==> src/rtl/mxs_pkg.sv <==
package mxs_pkg;
   typedef enum logic [2:0] {
      ST_IDLE,
      ST_SYNC,
      ST_ADDR,
      ST_BURST,
      ST_SETTLE
   } seq_st_e;

   localparam int unsigned SETUP_WORDS = 4;
endpackage

==> src/rtl/mxs_setup_store.sv <==
module mxs_setup_store #(
   parameter int unsigned N_CH    = 4,
   parameter int unsigned N_WORDS = 4,
   parameter int unsigned WORD_W  = 24,
   localparam int unsigned CH_W   = $clog2(N_CH),
   localparam int unsigned SEL_W  = $clog2(N_WORDS)
) (
   input  logic                              clk,
   input  logic                              rst_n,
   input  logic                              cfg_we,
   input  logic [CH_W-1:0]                   cfg_ch,
   input  logic [SEL_W-1:0]                  cfg_sel,
   input  logic [WORD_W-1:0]                 cfg_data,
   input  logic                              cap_we,
   input  logic [CH_W-1:0]                   cap_ch,
   input  logic [SEL_W-1:0]                  cap_sel,
   input  logic [WORD_W-1:0]                 cap_data,
   input  logic [CH_W-1:0]                   rd_ch,
   output logic [N_WORDS-1:0][WORD_W-1:0]    rd_img
);
   logic [WORD_W-1:0] mem [N_CH][N_WORDS];

   // captured calibration words win over a host write in the same cycle
   always_ff @(posedge clk or negedge rst_n) begin
      if (!rst_n) begin
         for (int c = 0; c < N_CH; c++)
            for (int w = 0; w < N_WORDS; w++)
               mem[c][w] <= '0;
      end else if (cap_we) begin
         mem[cap_ch][cap_sel] <= cap_data;
      end else if (cfg_we) begin
         mem[cfg_ch][cfg_sel] <= cfg_data;
      end
   end

   always_comb begin
      for (int w = 0; w < N_WORDS; w++)
         rd_img[w] = mem[rd_ch][w];
   end
endmodule

==> src/rtl/mxs_serializer.sv <==
module mxs_serializer #(
   parameter int unsigned BURST_W = 128,
   parameter int unsigned DIV_W   = 8,
   localparam int unsigned CNT_W  = $clog2(BURST_W)
) (
   input  logic               clk,
   input  logic               rst_n,
   input  logic               start,
   input  logic [BURST_W-1:0] load,
   input  logic [DIV_W-1:0]   half,
   output logic               sclk,
   output logic               sdo,
   output logic               cs_n,
   output logic               done
);
   localparam logic [CNT_W-1:0] LAST_BIT = CNT_W'(BURST_W - 1);

   logic [BURST_W-1:0] shreg;
   logic [CNT_W-1:0]   bitcnt;
   logic [DIV_W-1:0]   ph;
   logic [DIV_W-1:0]   ph_lim;
   logic               active;

   assign ph_lim = (half == '0) ? '0 : half - DIV_W'(1);

   always_ff @(posedge clk or negedge rst_n) begin
      if (!rst_n) begin
         shreg  <= '0;
         bitcnt <= '0;
         ph     <= '0;
         active <= 1'b0;
         sclk   <= 1'b1;
         sdo    <= 1'b0;
         cs_n   <= 1'b1;
         done   <= 1'b0;
      end else begin
         done <= 1'b0;
         if (start && !active) begin
            active <= 1'b1;
            cs_n   <= 1'b0;
            shreg  <= load;
            bitcnt <= '0;
            ph     <= '0;
            sclk   <= 1'b1;
         end else if (active) begin
            if (ph == ph_lim) begin
               ph   <= '0;
               sclk <= ~sclk;
               if (sclk) begin
                  // falling edge: present next bit
                  sdo   <= shreg[BURST_W-1];
                  shreg <= shreg << 1;
               end else begin
                  // rising edge: receiver samples
                  bitcnt <= bitcnt + CNT_W'(1);
                  if (bitcnt == LAST_BIT) begin
                     active <= 1'b0;
                     cs_n   <= 1'b1;
                     done   <= 1'b1;
                  end
               end
            end else begin
               ph <= ph + DIV_W'(1);
            end
         end
      end
   end

   p_sclk_idle_high_r8: assert property (@(posedge clk) disable iff (!rst_n)
      cs_n |-> sclk);
   p_sdo_stable_on_rise_r8: assert property (@(posedge clk) disable iff (!rst_n)
      $rose(sclk) |-> $stable(sdo));
endmodule

==> src/rtl/mux_adc_sequencer.sv <==
module mux_adc_sequencer
   import mxs_pkg::*;
#(
   parameter int unsigned N_CH       = 4,
   parameter int unsigned WORD_W     = 24,
   parameter int unsigned INSTR_W    = 8,
   parameter int unsigned SETTLE_N   = 3,
   parameter int unsigned DIV_W      = 8,
   parameter logic [7:0]  INSTR_CTRL = 8'hC0,
   parameter logic [7:0]  INSTR_OFF  = 8'hC1,
   parameter logic [7:0]  INSTR_PFS  = 8'hC2,
   parameter logic [7:0]  INSTR_NFS  = 8'hC3,
   localparam int unsigned CH_W      = $clog2(N_CH),
   localparam int unsigned N_WORDS   = SETUP_WORDS,
   localparam int unsigned SEL_W     = $clog2(N_WORDS),
   localparam int unsigned GRP_W     = INSTR_W + WORD_W,
   localparam int unsigned BURST_W   = N_WORDS * GRP_W,
   localparam int unsigned SCNT_W    = $clog2(SETTLE_N + N_WORDS)
) (
   input  logic               clk,
   input  logic               rst_n,
   input  logic               sw_req,
   input  logic [CH_W-1:0]    sw_ch,
   input  logic               cal_req,
   input  logic               cfg_we,
   input  logic [CH_W-1:0]    cfg_ch,
   input  logic [SEL_W-1:0]   cfg_sel,
   input  logic [WORD_W-1:0]  cfg_data,
   input  logic [DIV_W-1:0]   sclk_half,
   input  logic               adc_drdy,
   input  logic [WORD_W-1:0]  adc_data,
   output logic               sync_n,
   output logic [CH_W-1:0]    mux_addr,
   output logic               ser_sclk,
   output logic               ser_sdo,
   output logic               ser_cs_n,
   output logic               busy,
   output logic               res_valid,
   output logic [WORD_W-1:0]  res_data,
   output logic [CH_W-1:0]    res_ch
);
   localparam logic [N_WORDS-1:0][INSTR_W-1:0] INSTR =
      {INSTR_W'(INSTR_NFS), INSTR_W'(INSTR_PFS), INSTR_W'(INSTR_OFF), INSTR_W'(INSTR_CTRL)};
   localparam logic [SCNT_W-1:0] LAST_CAP = SCNT_W'(SETTLE_N + N_WORDS - 2);

   generate
      if (N_CH < 2 || (1 << CH_W) != N_CH) begin : g_bad_nch
         $error("N_CH must be a power of two of at least 2");
      end
      if (SETTLE_N < 1) begin : g_bad_settle
         $error("SETTLE_N must be at least 1");
      end
      if (INSTR_W > 8) begin : g_bad_instr
         $error("INSTR_W may not exceed the instruction parameter width");
      end
   endgenerate

   seq_st_e                      state;
   logic [CH_W-1:0]              tgt, ret_ch, pend_ch;
   logic                         pend_sw, pend_cal, cal_mode;
   logic [SCNT_W-1:0]            scnt;
   logic [N_WORDS-1:0][WORD_W-1:0] img;
   logic [BURST_W-1:0]           burst;
   logic                         ser_done, cap_we;
   logic [SEL_W-1:0]             cap_sel;

   // burst image: group 0 (control) leaves first
   for (genvar g = 0; g < N_WORDS; g++) begin : g_pack
      assign burst[BURST_W-1-g*GRP_W -: GRP_W] = {INSTR[g], img[g]};
   end

   assign cap_we  = (state == ST_SETTLE) && cal_mode && adc_drdy &&
                    (scnt >= SCNT_W'(SETTLE_N));
   assign cap_sel = SEL_W'(scnt - SCNT_W'(SETTLE_N) + SCNT_W'(1));
   assign busy    = (state != ST_IDLE);

   mxs_setup_store #(.N_CH(N_CH), .N_WORDS(N_WORDS), .WORD_W(WORD_W)) i_store (
      .clk(clk), .rst_n(rst_n),
      .cfg_we(cfg_we), .cfg_ch(cfg_ch), .cfg_sel(cfg_sel), .cfg_data(cfg_data),
      .cap_we(cap_we), .cap_ch(tgt), .cap_sel(cap_sel), .cap_data(adc_data),
      .rd_ch(tgt), .rd_img(img)
   );

   mxs_serializer #(.BURST_W(BURST_W), .DIV_W(DIV_W)) i_ser (
      .clk(clk), .rst_n(rst_n), .start(state == ST_ADDR), .load(burst),
      .half(sclk_half), .sclk(ser_sclk), .sdo(ser_sdo), .cs_n(ser_cs_n),
      .done(ser_done)
   );

   always_ff @(posedge clk or negedge rst_n) begin
      if (!rst_n) begin
         state     <= ST_IDLE;
         tgt       <= '0;
         ret_ch    <= '0;
         pend_ch   <= '0;
         pend_sw   <= 1'b0;
         pend_cal  <= 1'b0;
         cal_mode  <= 1'b0;
         scnt      <= '0;
         sync_n    <= 1'b1;
         mux_addr  <= '0;
         res_valid <= 1'b0;
         res_data  <= '0;
         res_ch    <= '0;
      end else begin
         res_valid <= 1'b0;
         if (sw_req) begin
            pend_sw <= 1'b1;
            pend_ch <= sw_ch;
         end
         if (cal_req) pend_cal <= 1'b1;

         case (state)
            ST_IDLE: begin
               if (pend_cal) begin
                  if (!cal_req) pend_cal <= 1'b0;
                  cal_mode <= 1'b1;
                  ret_ch   <= mux_addr;
                  tgt      <= '0;
                  state    <= ST_SYNC;
               end else if (pend_sw) begin
                  if (!sw_req) pend_sw <= 1'b0;
                  tgt   <= pend_ch;
                  state <= ST_SYNC;
               end
            end
            ST_SYNC: begin
               sync_n <= 1'b0;
               state  <= ST_ADDR;
            end
            ST_ADDR: begin
               mux_addr <= tgt;
               state    <= ST_BURST;
            end
            ST_BURST: begin
               if (ser_done) begin
                  sync_n <= 1'b1;
                  scnt   <= '0;
                  state  <= ST_SETTLE;
               end
            end
            ST_SETTLE: begin
               if (adc_drdy) begin
                  if (scnt < SCNT_W'(SETTLE_N)) begin
                     scnt <= scnt + SCNT_W'(1);
                  end else if (!cal_mode) begin
                     res_valid <= 1'b1;
                     res_data  <= adc_data;
                     res_ch    <= mux_addr;
                     state     <= ST_IDLE;
                  end else if (scnt == LAST_CAP) begin
                     if (tgt == CH_W'(N_CH - 1)) begin
                        cal_mode <= 1'b0;
                        tgt      <= ret_ch;
                     end else begin
                        tgt <= tgt + CH_W'(1);
                     end
                     state <= ST_SYNC;
                  end else begin
                     scnt <= scnt + SCNT_W'(1);
                  end
               end
            end
            default: state <= ST_IDLE;
         endcase
      end
   end

   p_addr_moves_in_standby_r2: assert property (@(posedge clk) disable iff (!rst_n)
      !$stable(mux_addr) |-> !sync_n);
   p_burst_inside_standby_r2: assert property (@(posedge clk) disable iff (!rst_n)
      !ser_cs_n |-> !sync_n);
   p_release_after_burst_r2: assert property (@(posedge clk) disable iff (!rst_n)
      $rose(sync_n) |-> $past(ser_done));
   p_result_single_r5: assert property (@(posedge clk) disable iff (!rst_n)
      res_valid |=> !res_valid);
   p_result_ends_busy_r6: assert property (@(posedge clk) disable iff (!rst_n)
      res_valid |-> !busy && sync_n);
   p_no_result_in_cal_r7: assert property (@(posedge clk) disable iff (!rst_n)
      cap_we |=> !res_valid);
endmodule

==> config.mk <==
export PLATFORM = sky130hd
export DESIGN_NAME = mux_adc_sequencer
export DESIGN_NICKNAME = d
export VERILOG_FILES = /design/src/rtl/mxs_pkg.sv /design/src/rtl/mxs_setup_store.sv /design/src/rtl/mxs_serializer.sv /design/src/rtl/mux_adc_sequencer.sv
export SDC_FILE = /design/constraint.sdc
export NUM_CORES = 1
export LEC_CHECK = 0
export CAP_MARGIN = 25
export CORE_UTILIZATION = 60
export CTS_BUF_LIST = sky130_fd_sc_hd__clkbuf_8
export DETAILED_ROUTE_END_ITERATION = 16
export DONT_BUFFER_PORTS = 1
export PLACE_DENSITY = 0.79
export REMOVE_ABC_BUFFERS = 1
export SYNTH_ARGS = -nofsm -noshare
export SYNTH_HDL_FRONTEND = slang
export SYNTH_SLANG_ARGS = --single-unit
==> constraint.sdc <==
create_clock -name clk -period 3.1 [get_ports clk]
set_input_delay 0.465 -clock clk [delete_from_list [all_inputs] [get_ports clk]]
set_output_delay 0.465 -clock clk [all_outputs]
set_load 0.01 [all_outputs]
==> key figures <==
Synthesis
  • Largest family of logic cells by synthesized area: compound AO/OA/AOI/OAI gates
  • Post-synthesis xor/xnor area fraction: 0.417%
  • Compound-gate portion of the synthesized area: 19.6%
  • Mapped Avg Cell Area: between 10 and 15 um2
  • Sequential fraction of the synthesis area: 52.9%
  • Synth cell types: 59
  • Cell area after synthesis: 27300 um2
  • Mapped Cells: 2583
  • Ranking of synthesized cells by area: dfrtp_1 (53%), a22oi_1 (9.8%), mux4_2 (7.9%)
  • Yosys Warn Count: 0
  • Simple-gate portion of the synthesized area: 10.6%
  • Top-area cell type share of the netlist area: 52.7%
  • Top FF cell, synth: dfrtp_1
  • Multiplexer area fraction after synthesis: 11.9%
  • Post-synth EDFFs: 0
  • Yosys reg bits: around 580
  • Synth area leader: dfrtp_1
  • Post-synthesis adder-cell area fraction: 0.550%
  • Asr flop ratio synth: 100%

Global routing
  • Total track usage: 38.4%
  • Antenna violations before repair: 5
  • Gr ovfl total: 0
  • Global-route wire length before repair: 135000 um
  • Largest net degree at the start of global routing: 578
  • Number of global-route vias before repair: 23100

Clock network
  • Clk pin slew, worst setup/hold paths: 60 ps
  • CTS tree: built
  • # hold bufs at CTS: 76
  • H-tree levels: 3
  • Worst skew pair latency: 710 ps
  • Clk buf depth: 3
  • Sink Count: 577
  • TritonCTS buffer count: 93
  • Clock tree root buffer cell: clkbuf_8
  • Post-CTS Setup Inserts: 0

Pwr
  • Pwr dens: slightly above 600 nW/um2
  • Pwr Total: roughly 19 mW
  • P_leak: 13.9 nW
  • Maximum VDD drop: 0.414 mV

Route
  • DR vias: 22800
  • Drt initial violations: 3315
  • Detailed-router iteration count before antenna repair: 7
  • Via/cell ratio: 6.98
  • DRC viols: 0
  • WL final: roughly 88000 um
  • Antenna viol nets, final: 0
  • Routed len/inst: 26.8 um

Timing
  • Worst slew pin tran: 3000 ps
  • RSZ-0062 raised after global routing: yes
  • Setup TNS: 0 ps
  • Hold slack: -511 ps
  • Final worst path period need: 3010 ps
  • Finish-stage setup viols: 0
  • Clk_skew: 38.5 ps
  • Relative slew margins: -100%
  • Final Hold Fails: around 300
  • Tcrit/Tclk final: a little over nine tenths
  • Fmax: 333 MHz
  • Max-slew violations: ~450

Setup path
  • CP Launch Type: flip-flop
  • FF-to-FF path depth: 10
  • CP Capture Type: flip-flop
  • Type of the worst setup path: reg -> reg
  • R2R setup slack: 90 ps
  • Crit-path max FO: 24
  • RR Startpoint: scnt[1]
  • Req. time, crit path: 3670 ps
  • Crit path DAT: 3580 ps
  • Worst r2r dst: i_store.mem[93]

Floorplan
  • Core area: 44500 um2
  • Row count: 77
  • I/O pin count: 102
  • Die Y: ~220 um
  • Initial Util: approximately 60%
  • Full die area: 46300 um2
  • Die width: ~220 um

Cells and area
  • Layout cells sized above 1: 15.4%
  • Syn-to-layout area delta: 12.6%
  • Nets@finish: 2675
  • Design Area, Final: 30700 um2
  • Fin util: 69.0%

Job
  • Max Cap Viol: 0

Status
  • Failing checks: negative hold slack, max-slew violations
  • Outcome: finished with violations

Placement
  • Gpl congestion: 0.931
  • Port Buffers: 0
  • DP HPWL: 50800 um
  • Placed cell area: 28000 um2

Worst hold path
  • Hold WC Path Type: in -> async
==> synthesized netlist by cell type (all sizes together), types with 5 or more instances <==
cell type and count:
buf 66, xnor2 5, and2 28, nand3 26, nor4 6, o2111ai 5
or3 9, nor2b 5, o21ai 233, mux2i 73, nor3 14, o22ai 6
mux4 96, inv 14, or4 5, o221ai 20, ha 12, a22oi 356
a221o 24, a21oi 136, nor3b 7, nand2 384, and3 23, nand4 7
a31oi 6, xor2 8, o211ai 10, dfrtp 574, nor2 157, mux2 31
clkbuf 202
==> placed cells by master, fill, tap and decap left out, drive strengths merged, types with 20 or more instances in the layout <==
master	instances
nand2	384
inv	45
a221o	24
a22oi	356
and2	28
dlygate4sd3	76
buf	109
dfrtp	574
a21oi	136
o21ai	233
and3	23
nand3	26
mux2i	73
nor2	157
clkbuf	118
o221ai	20
mux4	96
mux2	31
==> report_power, final <==
part	total, mW	internal (mW)	switching (mW)
Combinational	2.67	1.38	1.29
Clock	6.62	3.50	3.12
Sequential	9.60	8.82	0.782
Total	18.9	13.7	5.19
==> routing by layer <==
metal | GRT usage (%) | share of wire, %
met5 | 0 | 0.023
met4 | 22.4 | 6.1
met3 | 9.82 | 12
met2 | 57.5 | 45
met1 | 50.9 | 37
==> worst max-delay path by stage <==
stage                 startpoint                to  slack (ps)  cells after the start
floorplan           sclk_half[0]  i_ser.shreg[100]       -3790                      9
global placement    sclk_half[0]   i_ser.shreg[99]          -2                     11
detailed placement  sclk_half[0]   i_ser.shreg[75]         -90                     11
CTS                      scnt[1]   i_store.mem[93]          50                     10
global route             scnt[1]   i_store.mem[93]         -60                     10
finish                   scnt[1]   i_store.mem[93]          90                     10
==> state kept, by name, indices dropped and copies added (netlist names), 2 cells and up <==
signal,cells
i_ser.ph,8
tgt,2
ret_ch,2
i_ser.bitcnt,7
res_data,24
scnt,3
pend_ch,2
mux_addr,2
res_ch,2
i_ser.shreg,128
i_store.mem,384
state,3
==> critical path, stage by stage (launching register included) <==
cell	delay (ps)
dfrtp_1	420
ha_1	230
ha_1	230
o2111ai_4	310
nand2_1	180
nor4_2	290
buf_6	380
nor3b_1	90
a21oi_1	140
nand2_1	60
dlygate4sd3_1	550
==> final cells by class <==
type                       instances  area, um2
sequential                       577      14500
fill                            3254      13800
multi-input combinational       1724      11900
timing repair buffer             185       1720
clock buffer                     118       1620
tap                              592        741
clock inverter                    47        239
inverter                          14       52.6
antenna                            5       12.5
==> metrics by stage <==
step | std cells | hold WS (ps) | worst slack (ps)
floorplan | 2315 | 169 | -3790
global placement | 3015 | 190 | -1.88
detailed placement | 3015 | 189 | -86.4
CTS | 3256 | -558 | 45.3
global route | 3260 | -538 | -55.5
finish | 3262 | -511 | 93.9
==> logic make-up after synthesis <==
| kind of cell | after synthesis |
|---|---|
| AOI/OAI and AO/OA | 819 |
| and+or+nand+nor | 680 |
| DFF | 577 |
| buffers and inverters | 282 |
| muxes | 200 |
| xor gates and xnor gates | 13 |
| adders and majority gates | 12 |
==> what timing repair did <==
action / 4_1_cts / 5_1_grt
resized for setup: 0 / 6
hold endpoints to repair: 988 / 577
setup endpoints to repair: 0 / 10
No activity file was read; power rests on OpenSTA's default activity.
